===== src/rtl/pd_pkg.sv =====
package pd_pkg;

   typedef enum logic [3:0] {
      ST_IDLE,
      ST_DEV,
      ST_DEV_ACK,
      ST_WADR,
      ST_WADR_ACK,
      ST_WDAT,
      ST_WDAT_ACK,
      ST_RDAT,
      ST_RACK
   } pd_state_e;

   localparam int unsigned PD_CSUM_IDX = 63;

   // Reset content of one table entry; the checksum entry sums all entries below it.
   function automatic logic [7:0] pd_seed_byte(input int unsigned idx,
                                               input logic [7:0] base,
                                               input logic [7:0] step);
      logic [7:0] acc;
      if (idx == PD_CSUM_IDX) begin
         acc = 8'h00;
         for (int unsigned k = 0; k < PD_CSUM_IDX; k++) begin
            acc = acc + base + 8'(k) * step;
         end
         return acc;
      end
      return base + 8'(idx) * step;
   endfunction

endpackage


===== src/rtl/pd_sync.sv =====
module pd_sync #(
   parameter int unsigned WIDTH  = 2,
   parameter int unsigned STAGES = 2
) (
   input  logic             clk,
   input  logic             rst_n,
   input  logic [WIDTH-1:0] d_i,
   output logic [WIDTH-1:0] q_o
);

   if (STAGES < 2) begin : g_bad_stages
      $error("pd_sync: STAGES must be at least 2");
   end
   if (WIDTH < 1) begin : g_bad_width
      $error("pd_sync: WIDTH must be at least 1");
   end

   // One flop chain per line; idle bus lines are high, so reset to 1.
   for (genvar b = 0; b < WIDTH; b++) begin : g_line
      logic [STAGES-1:0] chain;
      always_ff @(posedge clk or negedge rst_n) begin
         if (!rst_n) chain <= '1;
         else        chain <= {chain[STAGES-2:0], d_i[b]};
      end
      assign q_o[b] = chain[STAGES-1];
   end

endmodule


===== src/rtl/pd_prog_timer.sv =====
module pd_prog_timer #(
   parameter int unsigned PROG_CYCLES = 1500000
) (
   input  logic clk,
   input  logic rst_n,
   input  logic go_i,
   output logic busy_o
);

   localparam int unsigned CW = $clog2(PROG_CYCLES + 1);

   if (PROG_CYCLES < 1) begin : g_bad_prog
      $error("pd_prog_timer: PROG_CYCLES must be at least 1");
   end

   logic [CW-1:0] remain;

   always_ff @(posedge clk or negedge rst_n) begin
      if (!rst_n)               remain <= '0;
      else if (go_i)            remain <= CW'(PROG_CYCLES);
      else if (remain != '0)    remain <= remain - 1'b1;
   end

   assign busy_o = (remain != '0);

   // a program request always opens a busy window on the next cycle
   assert_prog_start_R5: assert property (@(posedge clk) disable iff (!rst_n)
      go_i |=> busy_o);

endmodule


===== src/rtl/pd_mem.sv =====
module pd_mem
   import pd_pkg::*;
#(
   parameter int unsigned DEPTH = 256,
   parameter int unsigned AW    = 8,
   parameter logic [7:0]  BASE  = 8'h21,
   parameter logic [7:0]  STEP  = 8'h0D
) (
   input  logic          clk,
   input  logic          rst_n,
   input  logic          we_i,
   input  logic          wp_i,
   input  logic [AW-1:0] waddr_i,
   input  logic [7:0]    wdata_i,
   input  logic [AW-1:0] raddr_i,
   output logic [7:0]    rdata_o
);

   if ((1 << AW) != DEPTH) begin : g_bad_depth
      $error("pd_mem: DEPTH must equal 2**AW");
   end

   logic [7:0] cells [DEPTH];

   always_ff @(posedge clk or negedge rst_n) begin
      if (!rst_n) begin
         for (int i = 0; i < DEPTH; i++) begin
            cells[i] <= pd_seed_byte(i, BASE, STEP);
         end
      end else if (we_i) begin
         cells[waddr_i] <= wdata_i;
      end
   end

   assign rdata_o = cells[raddr_i];

   // the controller never issues a store while protection is active
   assert_wp_blocks_R4: assert property (@(posedge clk) disable iff (!rst_n)
      we_i |-> !wp_i);

endmodule


===== src/rtl/pd_eeprom_slave.sv =====
module pd_eeprom_slave
   import pd_pkg::*;
#(
   parameter logic [3:0]  DEV_TYPE     = 4'b1010,
   parameter int unsigned DEPTH        = 256,
   parameter int unsigned PROG_CYCLES  = 1500000,
   parameter int unsigned SYNC_STAGES  = 2,
   parameter logic [7:0]  PRELOAD_BASE = 8'h21,
   parameter logic [7:0]  PRELOAD_STEP = 8'h0D
) (
   input  logic       clk,
   input  logic       rst_n,
   input  logic       scl_i,
   input  logic       sda_i,
   output logic       sda_oe,
   input  logic [2:0] strap_i,
   input  logic       wp_i
);

   localparam int unsigned AW = $clog2(DEPTH);

   if (DEPTH < 64 || DEPTH > 256 || (1 << AW) != DEPTH) begin : g_bad_depth
      $error("pd_eeprom_slave: DEPTH must be a power of two from 64 to 256");
   end

   // ---------------- line sampling and bus conditions ----------------
   logic scl_s, sda_s, scl_q, sda_q;

   pd_sync #(.WIDTH(2), .STAGES(SYNC_STAGES)) u_sync (
      .clk   (clk),
      .rst_n (rst_n),
      .d_i   ({scl_i, sda_i}),
      .q_o   ({scl_s, sda_s})
   );

   always_ff @(posedge clk or negedge rst_n) begin
      if (!rst_n) begin
         scl_q <= 1'b1;
         sda_q <= 1'b1;
      end else begin
         scl_q <= scl_s;
         sda_q <= sda_s;
      end
   end

   logic ev_rise, ev_fall, start_det, stop_det;
   assign ev_rise   = ~scl_q &  scl_s;
   assign ev_fall   =  scl_q & ~scl_s;
   assign start_det =  scl_q &  scl_s &  sda_q & ~sda_s;
   assign stop_det  =  scl_q &  scl_s & ~sda_q &  sda_s;

   // ---------------- protocol state ----------------
   pd_state_e     state;
   logic [7:0]    shreg;
   logic [7:0]    txreg;
   logic [3:0]    bitcnt;
   logic [AW-1:0] ptr;
   logic          is_read;
   logic          got_data;
   logic          mack_ok;
   logic          prog_go;
   logic          busy;
   logic          mem_we;
   logic [7:0]    mem_rdata;
   logic          byte_done;
   logic [6:0]    my_addr;

   assign byte_done = (bitcnt == 4'd8);
   assign my_addr   = {DEV_TYPE, strap_i};

   always_comb begin
      mem_we = ev_fall && (state == ST_WDAT) && byte_done && !wp_i;
   end

   pd_mem #(.DEPTH(DEPTH), .AW(AW), .BASE(PRELOAD_BASE), .STEP(PRELOAD_STEP)) u_mem (
      .clk     (clk),
      .rst_n   (rst_n),
      .we_i    (mem_we),
      .wp_i    (wp_i),
      .waddr_i (ptr),
      .wdata_i (shreg),
      .raddr_i (ptr),
      .rdata_o (mem_rdata)
   );

   pd_prog_timer #(.PROG_CYCLES(PROG_CYCLES)) u_timer (
      .clk    (clk),
      .rst_n  (rst_n),
      .go_i   (prog_go),
      .busy_o (busy)
   );

   always_ff @(posedge clk or negedge rst_n) begin
      if (!rst_n) begin
         state    <= ST_IDLE;
         shreg    <= '0;
         txreg    <= '0;
         bitcnt   <= '0;
         ptr      <= '0;
         is_read  <= 1'b0;
         got_data <= 1'b0;
         mack_ok  <= 1'b0;
         prog_go  <= 1'b0;
         sda_oe   <= 1'b0;
      end else begin
         prog_go <= 1'b0;
         if (start_det) begin
            state  <= ST_DEV;
            bitcnt <= '0;
            sda_oe <= 1'b0;
         end else if (stop_det) begin
            state    <= ST_IDLE;
            sda_oe   <= 1'b0;
            prog_go  <= got_data;
            got_data <= 1'b0;
         end else if (ev_rise) begin
            case (state)
               ST_DEV, ST_WADR, ST_WDAT: begin
                  shreg  <= {shreg[6:0], sda_s};
                  bitcnt <= bitcnt + 1'b1;
               end
               ST_RDAT: bitcnt  <= bitcnt + 1'b1;
               ST_RACK: mack_ok <= ~sda_s;
               default: ;
            endcase
         end else if (ev_fall) begin
            case (state)
               ST_DEV: if (byte_done) begin
                  bitcnt <= '0;
                  if (shreg[7:1] == my_addr && !busy) begin
                     is_read <= shreg[0];
                     sda_oe  <= 1'b1;
                     state   <= ST_DEV_ACK;
                  end else begin
                     state   <= ST_IDLE;
                  end
               end
               ST_DEV_ACK: begin
                  if (is_read) begin
                     txreg  <= mem_rdata;
                     sda_oe <= ~mem_rdata[7];
                     state  <= ST_RDAT;
                  end else begin
                     sda_oe <= 1'b0;
                     state  <= ST_WADR;
                  end
               end
               ST_WADR: if (byte_done) begin
                  bitcnt <= '0;
                  ptr    <= shreg[AW-1:0];
                  sda_oe <= 1'b1;
                  state  <= ST_WADR_ACK;
               end
               ST_WDAT: if (byte_done) begin
                  bitcnt <= '0;
                  ptr    <= ptr + 1'b1;
                  if (!wp_i) got_data <= 1'b1;
                  sda_oe <= 1'b1;
                  state  <= ST_WDAT_ACK;
               end
               ST_WADR_ACK, ST_WDAT_ACK: begin
                  sda_oe <= 1'b0;
                  state  <= ST_WDAT;
               end
               ST_RDAT: begin
                  if (byte_done) begin
                     bitcnt <= '0;
                     ptr    <= ptr + 1'b1;
                     sda_oe <= 1'b0;
                     state  <= ST_RACK;
                  end else begin
                     txreg  <= {txreg[6:0], 1'b0};
                     sda_oe <= ~txreg[6];
                  end
               end
               ST_RACK: begin
                  if (mack_ok) begin
                     txreg  <= mem_rdata;
                     sda_oe <= ~mem_rdata[7];
                     state  <= ST_RDAT;
                  end else begin
                     sda_oe <= 1'b0;
                     state  <= ST_IDLE;
                  end
               end
               default: ;
            endcase
         end
      end
   end

   // the address is never acknowledged while the program window is open
   assert_no_ack_busy_R5: assert property (@(posedge clk) disable iff (!rst_n)
      (state == ST_DEV_ACK) |-> !busy);

   // pulling SDA for the address phase only follows a matching address byte
   assert_ack_match_R2: assert property (@(posedge clk) disable iff (!rst_n)
      ($rose(sda_oe) && state == ST_DEV_ACK) |-> ($past(shreg[7:1]) == my_addr));

   // while SCL stays high, the slave's drive does not move except at a bus condition
   assert_sda_hold_R6: assert property (@(posedge clk) disable iff (!rst_n)
      (scl_s && scl_q && !start_det && !stop_det) |=> $stable(sda_oe));

   // a STOP leaves the line released
   assert_stop_release_R10: assert property (@(posedge clk) disable iff (!rst_n)
      stop_det |=> !sda_oe);

endmodule


===== config.mk =====
export PLATFORM = sky130hd
export DESIGN_NAME = pd_eeprom_slave
export DESIGN_NICKNAME = d
export VERILOG_FILES = /design/src/rtl/pd_pkg.sv /design/src/rtl/pd_sync.sv /design/src/rtl/pd_prog_timer.sv /design/src/rtl/pd_mem.sv /design/src/rtl/pd_eeprom_slave.sv
export SDC_FILE = /design/constraint.sdc
export NUM_CORES = 2
export LEC_CHECK = 0
export BUFFER_PORTS_ARGS = -buffer_cell sky130_fd_sc_hd__buf_2
export CORE_MARGIN = 1
export CORE_UTILIZATION = 30
export CTS_CLUSTER_DIAMETER = 40
export CTS_CLUSTER_SIZE = 14
export DETAILED_ROUTE_END_ITERATION = 12
export GPL_TIMING_DRIVEN = 0
export HOLD_SLACK_MARGIN = 0.1
export SLEW_MARGIN = 20
export SYNTH_ARGS = -nofsm -noshare
export SYNTH_HDL_FRONTEND = slang
export SYNTH_SLANG_ARGS = --single-unit

===== constraint.sdc =====
create_clock -name clk -period 3.9 [get_ports clk]
set_input_delay 0.195 -clock clk [delete_from_list [all_inputs] [get_ports clk]]
set_output_delay 0.195 -clock clk [all_outputs]
set_load 0.02 [all_outputs]

Word level (Yosys, flattened, before mapping)
Cells that the tools add are included.
W data, S select, Z words.
{"block": "totals", "output_inout_bits": 1, "n_memories": 0, "mem_bits_rw": 0, "reg_bits": 2111, "romBits": 0, "in_bits": 8, "latch_bits": 0}
{"block": "op_classes", "mul": 0, "bitwise_logic": 17, "muxes": 53, "n_eq_ne": 27, "add_sub_neg": 3, "reduce_logical": 33, "div": 0, "shifts": 0, "order_cmp": 2}
{"operator": "$bwmux W2048", "count": 1}
{"operator": "$bmux W8 S8", "count": 1}
{"operator": "$demux W8 S8", "count": 1}
{"operator": "$mux W4", "count": 15}
{"operator": "$mux W21", "count": 2}
{"operator": "$mux W8", "count": 5}
{"operator": "$pmux W4 S7", "count": 1}
{"operator": "$mux W7", "count": 3}
{"operator": "$pmux W7 S3", "count": 1}
{"operator": "$reduce_and A7 Y1", "count": 3}
{"operator": "$reduce_bool A21 Y1", "count": 1}
{"operator": "$sub A21 B1 Y21 const B", "count": 1}
{"operator": "$ne A4 B4 Y1 const B", "count": 5}
{"operator": "$mux W1", "count": 18}
{"operator": "$eq A4 B3 Y1 const B", "count": 4}
{"operator": "$pmux W8 S2", "count": 1}
{"operator": "$reduce_and A6 Y1", "count": 2}
{"operator": "$reduce_bool A3 Y1", "count": 4}
{"operator": "$ne A2 B2 Y1 const B", "count": 5}
{"operator": "$reduce_bool A2 Y1", "count": 5}
{"operator": "$ge A9 B9 Y1 const B", "count": 1}
{"operator": "$lt A9 B1 Y1 const B", "count": 1}
{"operator": "$not A1 Y1", "count": 9}
{"operator": "$not A8 Y9", "count": 1}
{"operator": "24 further kinds", "count": 44}

Longest topological paths before layout
{"block": "depth", "word_depth": 11, "mapped_depth": 13, "mapped_depth_nobuf": 9}

Hierarchy
Synthesis repeated with hierarchy kept, for this count alone.
{"block": "hier_totals", "cells_unflattened": 6446, "area_unflattened_um2": 98378.1}
{"module": "pd_mem", "n_inst": 1, "seq_area_each_um2": 52530.4, "area_each_um2": 94695.8, "cells_per_inst": 6068}
{"module": "pd_eeprom_slave", "n_inst": 1, "seq_area_each_um2": 953.4, "area_each_um2": 2406.1, "cells_per_inst": 249}
{"module": "pd_prog_timer", "n_inst": 1, "seq_area_each_um2": 525.5, "area_each_um2": 1156.1, "cells_per_inst": 123}
{"module": "pd_sync", "n_inst": 1, "seq_area_each_um2": 105.1, "area_each_um2": 120.1, "cells_per_inst": 6}

Worst setup path after synthesis
OpenSTA, ideal clock, no wires.
{"block": "synth_timing", "kind": "register -> register", "from": "register ptr[0]", "to": "register u_mem.cells[1613] (netlist name)", "setup_time_ps": 125, "required_time_ps": 3775, "path_stages_with_launch": 13, "period_less_slack_ps": 3463, "setup_slack_ps": 437, "arrival_ps": 3339, "cell_sequence": "dfrtp_1 -> buf_6 -> buf_12 -> buf_6 -> buf_4 -> inv_2 -> clkbuf_1 -> ha_1 -> clkbuf_1 -> nand2_1 -> buf_2 -> nor2_1 -> mux2_2"}
{"block": "synth_via", "elab_chain_len": 6}
{"item": "start: declaration", "line_no": "pd_eeprom_slave.sv:57", "rtl": "logic [AW-1:0] ptr;"}
{"item": "start signal: assignment", "line_no": "pd_eeprom_slave.sv:150", "rtl": "ptr <= shreg[AW-1:0];"}
{"item": "start signal: assignment", "line_no": "pd_eeprom_slave.sv:156", "rtl": "ptr <= ptr + 1'b1;"}
{"item": "start signal: assignment", "line_no": "pd_eeprom_slave.sv:168", "rtl": "ptr <= ptr + 1'b1;"}
{"item": "$not A8 Y9 (implied by the code) *", "line_no": "pd_mem.sv:31", "rtl": "cells[waddr_i] <= wdata_i;"}
{"item": "$ge A9 B9 Y1 (implied by the code) or $lt A9 B1 Y1 (tied branches)", "line_no": "pd_mem.sv:31"}
{"item": "$logic_and A1 B1 Y1 (implied by the code)", "line_no": "pd_mem.sv:31"}
{"item": "$mux W8 (implied by the code)", "line_no": "pd_mem.sv:31"}
{"item": "$demux W8 S8 *", "line_no": "pd_mem.sv:31"}
{"item": "$bwmux W2048 *", "line_no": "pd_mem.sv:31"}
{"item": "end signal: indexed assignment", "line_no": "pd_mem.sv:28", "rtl": "cells[i] <= pd_seed_byte(i, BASE, STEP);"}
{"item": "end signal: indexed assignment", "line_no": "pd_mem.sv:31"}
{"item": "end: declaration", "line_no": "pd_mem.sv:23", "rtl": "logic [7:0] cells [DEPTH];"}
Mark *: on every way between the ends. The rest lies on a longest branch, timed or not.
A chain may end at the register's enable or synchronous reset.

Worst setup path in the final report
{"block": "layout_timing", "from": "register ptr[2]", "to": "register sda_oe"}
{"block": "layout_via", "elab_chain_len": 11}
{"item": "$not A8 Y9 (implied by the code) *", "line_no": "pd_mem.sv:35", "rtl": "assign rdata_o = cells[raddr_i];"}
{"item": "$bmux W8 S8 *", "line_no": "pd_mem.sv:35"}
{"item": "$mux W8 (implied by the code) * (2 in series)", "line_no": "pd_mem.sv:35"}
{"item": "$not A1 Y1 *", "line_no": "pd_eeprom_slave.sv:141, pd_eeprom_slave.sv:179"}
{"item": "$mux W1 (on tied branches)", "line_no": "pd_eeprom_slave.sv:177, pd_eeprom_slave.sv:139"}
{"item": "$pmux W1 S6 *", "line_no": "pd_eeprom_slave.sv:127", "rtl": "case (state)"}
{"item": "$mux W1 *", "line_no": "pd_eeprom_slave.sv:126", "rtl": "end else if (ev_fall) begin"}
{"item": "$mux W1 *", "line_no": "pd_eeprom_slave.sv:116", "rtl": "end else if (ev_rise) begin"}
{"item": "$mux W1 *", "line_no": "pd_eeprom_slave.sv:111", "rtl": "end else if (stop_det) begin"}
{"item": "$mux W1 *", "line_no": "pd_eeprom_slave.sv:107", "rtl": "if (start_det) begin"}
{"item": "end signal: assignment", "line_no": "pd_eeprom_slave.sv:141", "rtl": "sda_oe <= ~mem_rdata[7];"}
{"item": "end signal: assignment", "line_no": "pd_eeprom_slave.sv:173", "rtl": "sda_oe <= ~txreg[6];"}
{"item": "end signal: assignment", "line_no": "pd_eeprom_slave.sv:179", "rtl": "sda_oe <= ~mem_rdata[7];"}
{"item": "end: declaration", "line_no": "pd_eeprom_slave.sv:15", "rtl": "output logic sda_oe,"}
Mark *: on every way between the ends. The rest lies on a longest branch, timed or not. The select of a mux whose other input is x is not followed.

==> results.sh <==
export IMPL_place_port_buffers=8
export IMPL_start_util=0.3015
export IMPL_synthTopCellsByArea="dfstp_2 (27%), dfrtp_1 (27%), mux2_2 (23%)"
export IMPL_cp_end_kind="flip-flop"
export IMPL_gr_usage_met1=0.3425
export IMPL_final_hold_viol_count=0
export IMPL_met3_usage=0.09619
export IMPL_drtAntennaViolNets=0
export IMPL_placed_cells=10780
export IMPL_grt_util_all_layers=0.2718
export IMPL_synth_top_area_share=0.2742
export IMPL_fin_crit_ps=4080
export IMPL_peakVddDrop_mv=0.4473
export IMPL_critPathMaxFanout=10
export IMPL_grt_max_degree=157
export IMPL_nets=6964
export IMPL_syn_area_um2=98710
export IMPL_drc=0
export IMPL_post_dp_hpwl_um=315300
export IMPL_via_per_inst=5.822
export IMPL_first_pass_iters=10
export IMPL_gp_congestion=1.018
export IMPL_finalCritPeriodShare=1.046
export IMPL_dpl_cell_area_um2=105800
export IMPL_syn_area_per_cell_um2=15.51
export IMPL_worstMarginPinSlew_ps=1291
export IMPL_drive_above_1_share=0.6865
export IMPL_synth_common_cells="mux2_2 (2055), dfrtp_1 (1081), dfstp_2 (1030), mux4_2 (471), clkbuf_1 (306)"
export IMPL_cts_buffers=364
export IMPL_synth_edf_count=0
export IMPL_cp_slowest_cell="buf_1"
export IMPL_syn_to_final_growth_pct=25.17
export IMPL_synth_most_common_cell="mux2_2"
export IMPL_fp_coreArea_um2=327400
export IMPL_cts_path_max_buffers=4
export IMPL_clk_pin_slew_ps=50
export IMPL_drt_iter0_drc=8470
export IMPL_wl_um=458000
export IMPL_cts_sinks=2111
export IMPL_grt_busiest_layer="met2"
export IMPL_rsz0062_at_grt="yes"
export IMPL_violations="setup timing"
export IMPL_finalNonFillerCells=11612
export IMPL_globalRoute_totalOverflow=0
export IMPL_startpoint_type="flip-flop"
export IMPL_cts_tree="done"
export IMPL_slew_violations=0
export IMPL_fp_dieW_um=575.6
export IMPL_maxCapViolations=0
export IMPL_vias=67600
export IMPL_ys_async_sr_fraction=1.000
export IMPL_met2_usage=0.3863
export IMPL_slew_limit_headroom=0.1391
export IMPL_fillCellCount=30292
export IMPL_synth_seq_area_share=0.5482
export IMPL_clockRootBuffer="clkbuf_16"
export IMPL_leakagePower_nw=50.97
export IMPL_die_y_um=575.6
export IMPL_crit_type="reg2reg"
export IMPL_rows=210
export IMPL_synth_top_flop_cell="dfrtp_1"
export IMPL_yosysTopAreaCell="dfstp_2"
export IMPL_min_path_type="reg2reg"
export IMPL_crit_chain="clkbuf_2 -> nand2b_1 -> buf_1 -> nor2_1 -> a22oi_1 -> a31oi_1 -> a21oi_4 -> a41oi_4 -> a21oi_1"
export IMPL_ys_seq_elements=2111
export IMPL_die_area_um2=331300
export IMPL_syn_num_nets=6385
export IMPL_crit_arrival_ps=4890
export IMPL_routedWlPerCell_um=39.45
export IMPL_setup_viol=557
export IMPL_fin_skew_ps=72.97
export IMPL_cpPeakStageDelay_ps=930
export IMPL_ys_warn_count=0
export IMPL_setup_ws_ps=-180.4
export IMPL_status="finished with violations"
export IMPL_ys_types=80
export IMPL_worst_ep_required_time_ps=4710
export IMPL_pin_count=9
export IMPL_grt_pass1_vias=67748
export IMPL_htreeDepth=5
export IMPL_grt_pass1_wl_um=610900
export IMPL_final_area_um2=123600
export IMPL_worstSkewPairLatency_ps=920
export IMPL_p_per_area_nw_per_um2=482.3
export IMPL_fmax_ghz=0.2451
export IMPL_synth_cells=6366
export IMPL_antenna_found_initial=50
## area by class of cell
type	count	area [µm²]	area share
well taps	4346	5438	0.04401
inverters	15	66.31	0.0005367
multi-input cells	3757	43740	0.3540
plain buffers	477	3739	0.03026
diodes	13	32.53	0.0002633
clock buffers	447	9887	0.08002
repair buffers	219	3437	0.02782
clock inverters	227	3102	0.02510
flip-flops and latches	2111	54120	0.4380
## metal layers
layer | up-vias | share of wire
li1 | 25155 | -
met5 | - | 0.00084
met3 | 1252 | 0.12
met1 | 36847 | 0.38
met4 | 32 | 0.085
met2 | 4314 | 0.42
## through the flow
step	setup TNS [ps]	total power (W)	hold slack, ps	utilization	setup WS [ps]
after global routing	-7441	0.06079	366.1	0.3773	-119.7
final	-33680	0.05960	357.4	0.3774	-180.4
after global placement	-	0.02556	302.8	0.3182	-42030
after CTS	-1572	0.05953	360.6	0.3735	-199.2
after floorplan	0	0.02375	-100.6	-	436.7
after detailed placement	-3480700	0.02577	161.3	0.3231	-3390
## flip-flops by register name (all words and copies together) (netlist names), 4 cells and up
register and count:
u_sync.g_line.chain 4, ptr 8, shreg 8, txreg 7
u_mem.cells 2048, bitcnt 4, u_timer.remain 21, state 4
## final timing paths
kind	startpoint	endpoint	slack, ps	depth (start not counted)
worst max-delay path	ptr[2]$_DFFE_PN0P_	sda_oe$_DFFE_PN0P_	-180	9
worst min-delay path	u_sync.g_line[0].chain[0]$_DFF_PN1_	u_sync.g_line[0].chain[1]$_DFF_PN1_	360	0
worst max register to register	ptr[2]$_DFFE_PN0P_	sda_oe$_DFFE_PN0P_	-180	9
worst min register to register	u_sync.g_line[0].chain[0]$_DFF_PN1_	u_sync.g_line[0].chain[1]$_DFF_PN1_	360	0
max in group asynchronous	rst_n	u_mem.cells[497]$_DFFE_PN1P_	450	8
min in group asynchronous	rst_n	u_mem.cells[879]$_DFFE_PN1P_	590	3
## layout by cell type, fill, tap and decap left out, types with 80 or more instances in the layout
cell and instances:
mux4_2 471, buf_4 104, clkbuf_1 294, dfrtp_1 1079, mux2i_1 109, clkbuf_16 372, nand2_1 118, mux2_2 2055
dfstp_2 1030, buf_12 113, a21oi_1 80, nor2_4 190
## power by group
part           internal, W  leakage [nW]  switching, W  total, W
Clock               0.0216          6.23        0.0124    0.0340
Combinational     0.000507          19.1       0.00282   0.00332
Sequential          0.0221          25.7      0.000135    0.0223
## critical path, delay by kind of cell (launching register included)
kind | cells | cell delay (ps)
buf+inv | 2 | 1600
simple gates | 2 | 680
compound gates | 5 | 1200
flops | 1 | 460
## repair_timing
action	in CTS	in global routing
cloned	0	3
pin swaps	44	24
resized for setup	585	76
hold buffers	15	0
endpoints found under the hold margin	223	0
buffers inserted	64	67
endpoints found under the setup margin	1937	804
## logic make-up (layout without fill, tap and decap cells)
family,after synthesis,after routing,synth area share
mux,2677,2677,0.3601
flops,2111,2111,0.5482
other cells,0,13,0
compound gates,387,387,0.02683
xor+xnor,18,18,0.001597
simple gates,664,664,0.03847
fa+ha+maj,11,11,0.001394
buf+inv,498,1385,0.02342
Note: power is estimated with default switching activity, not from simulation.
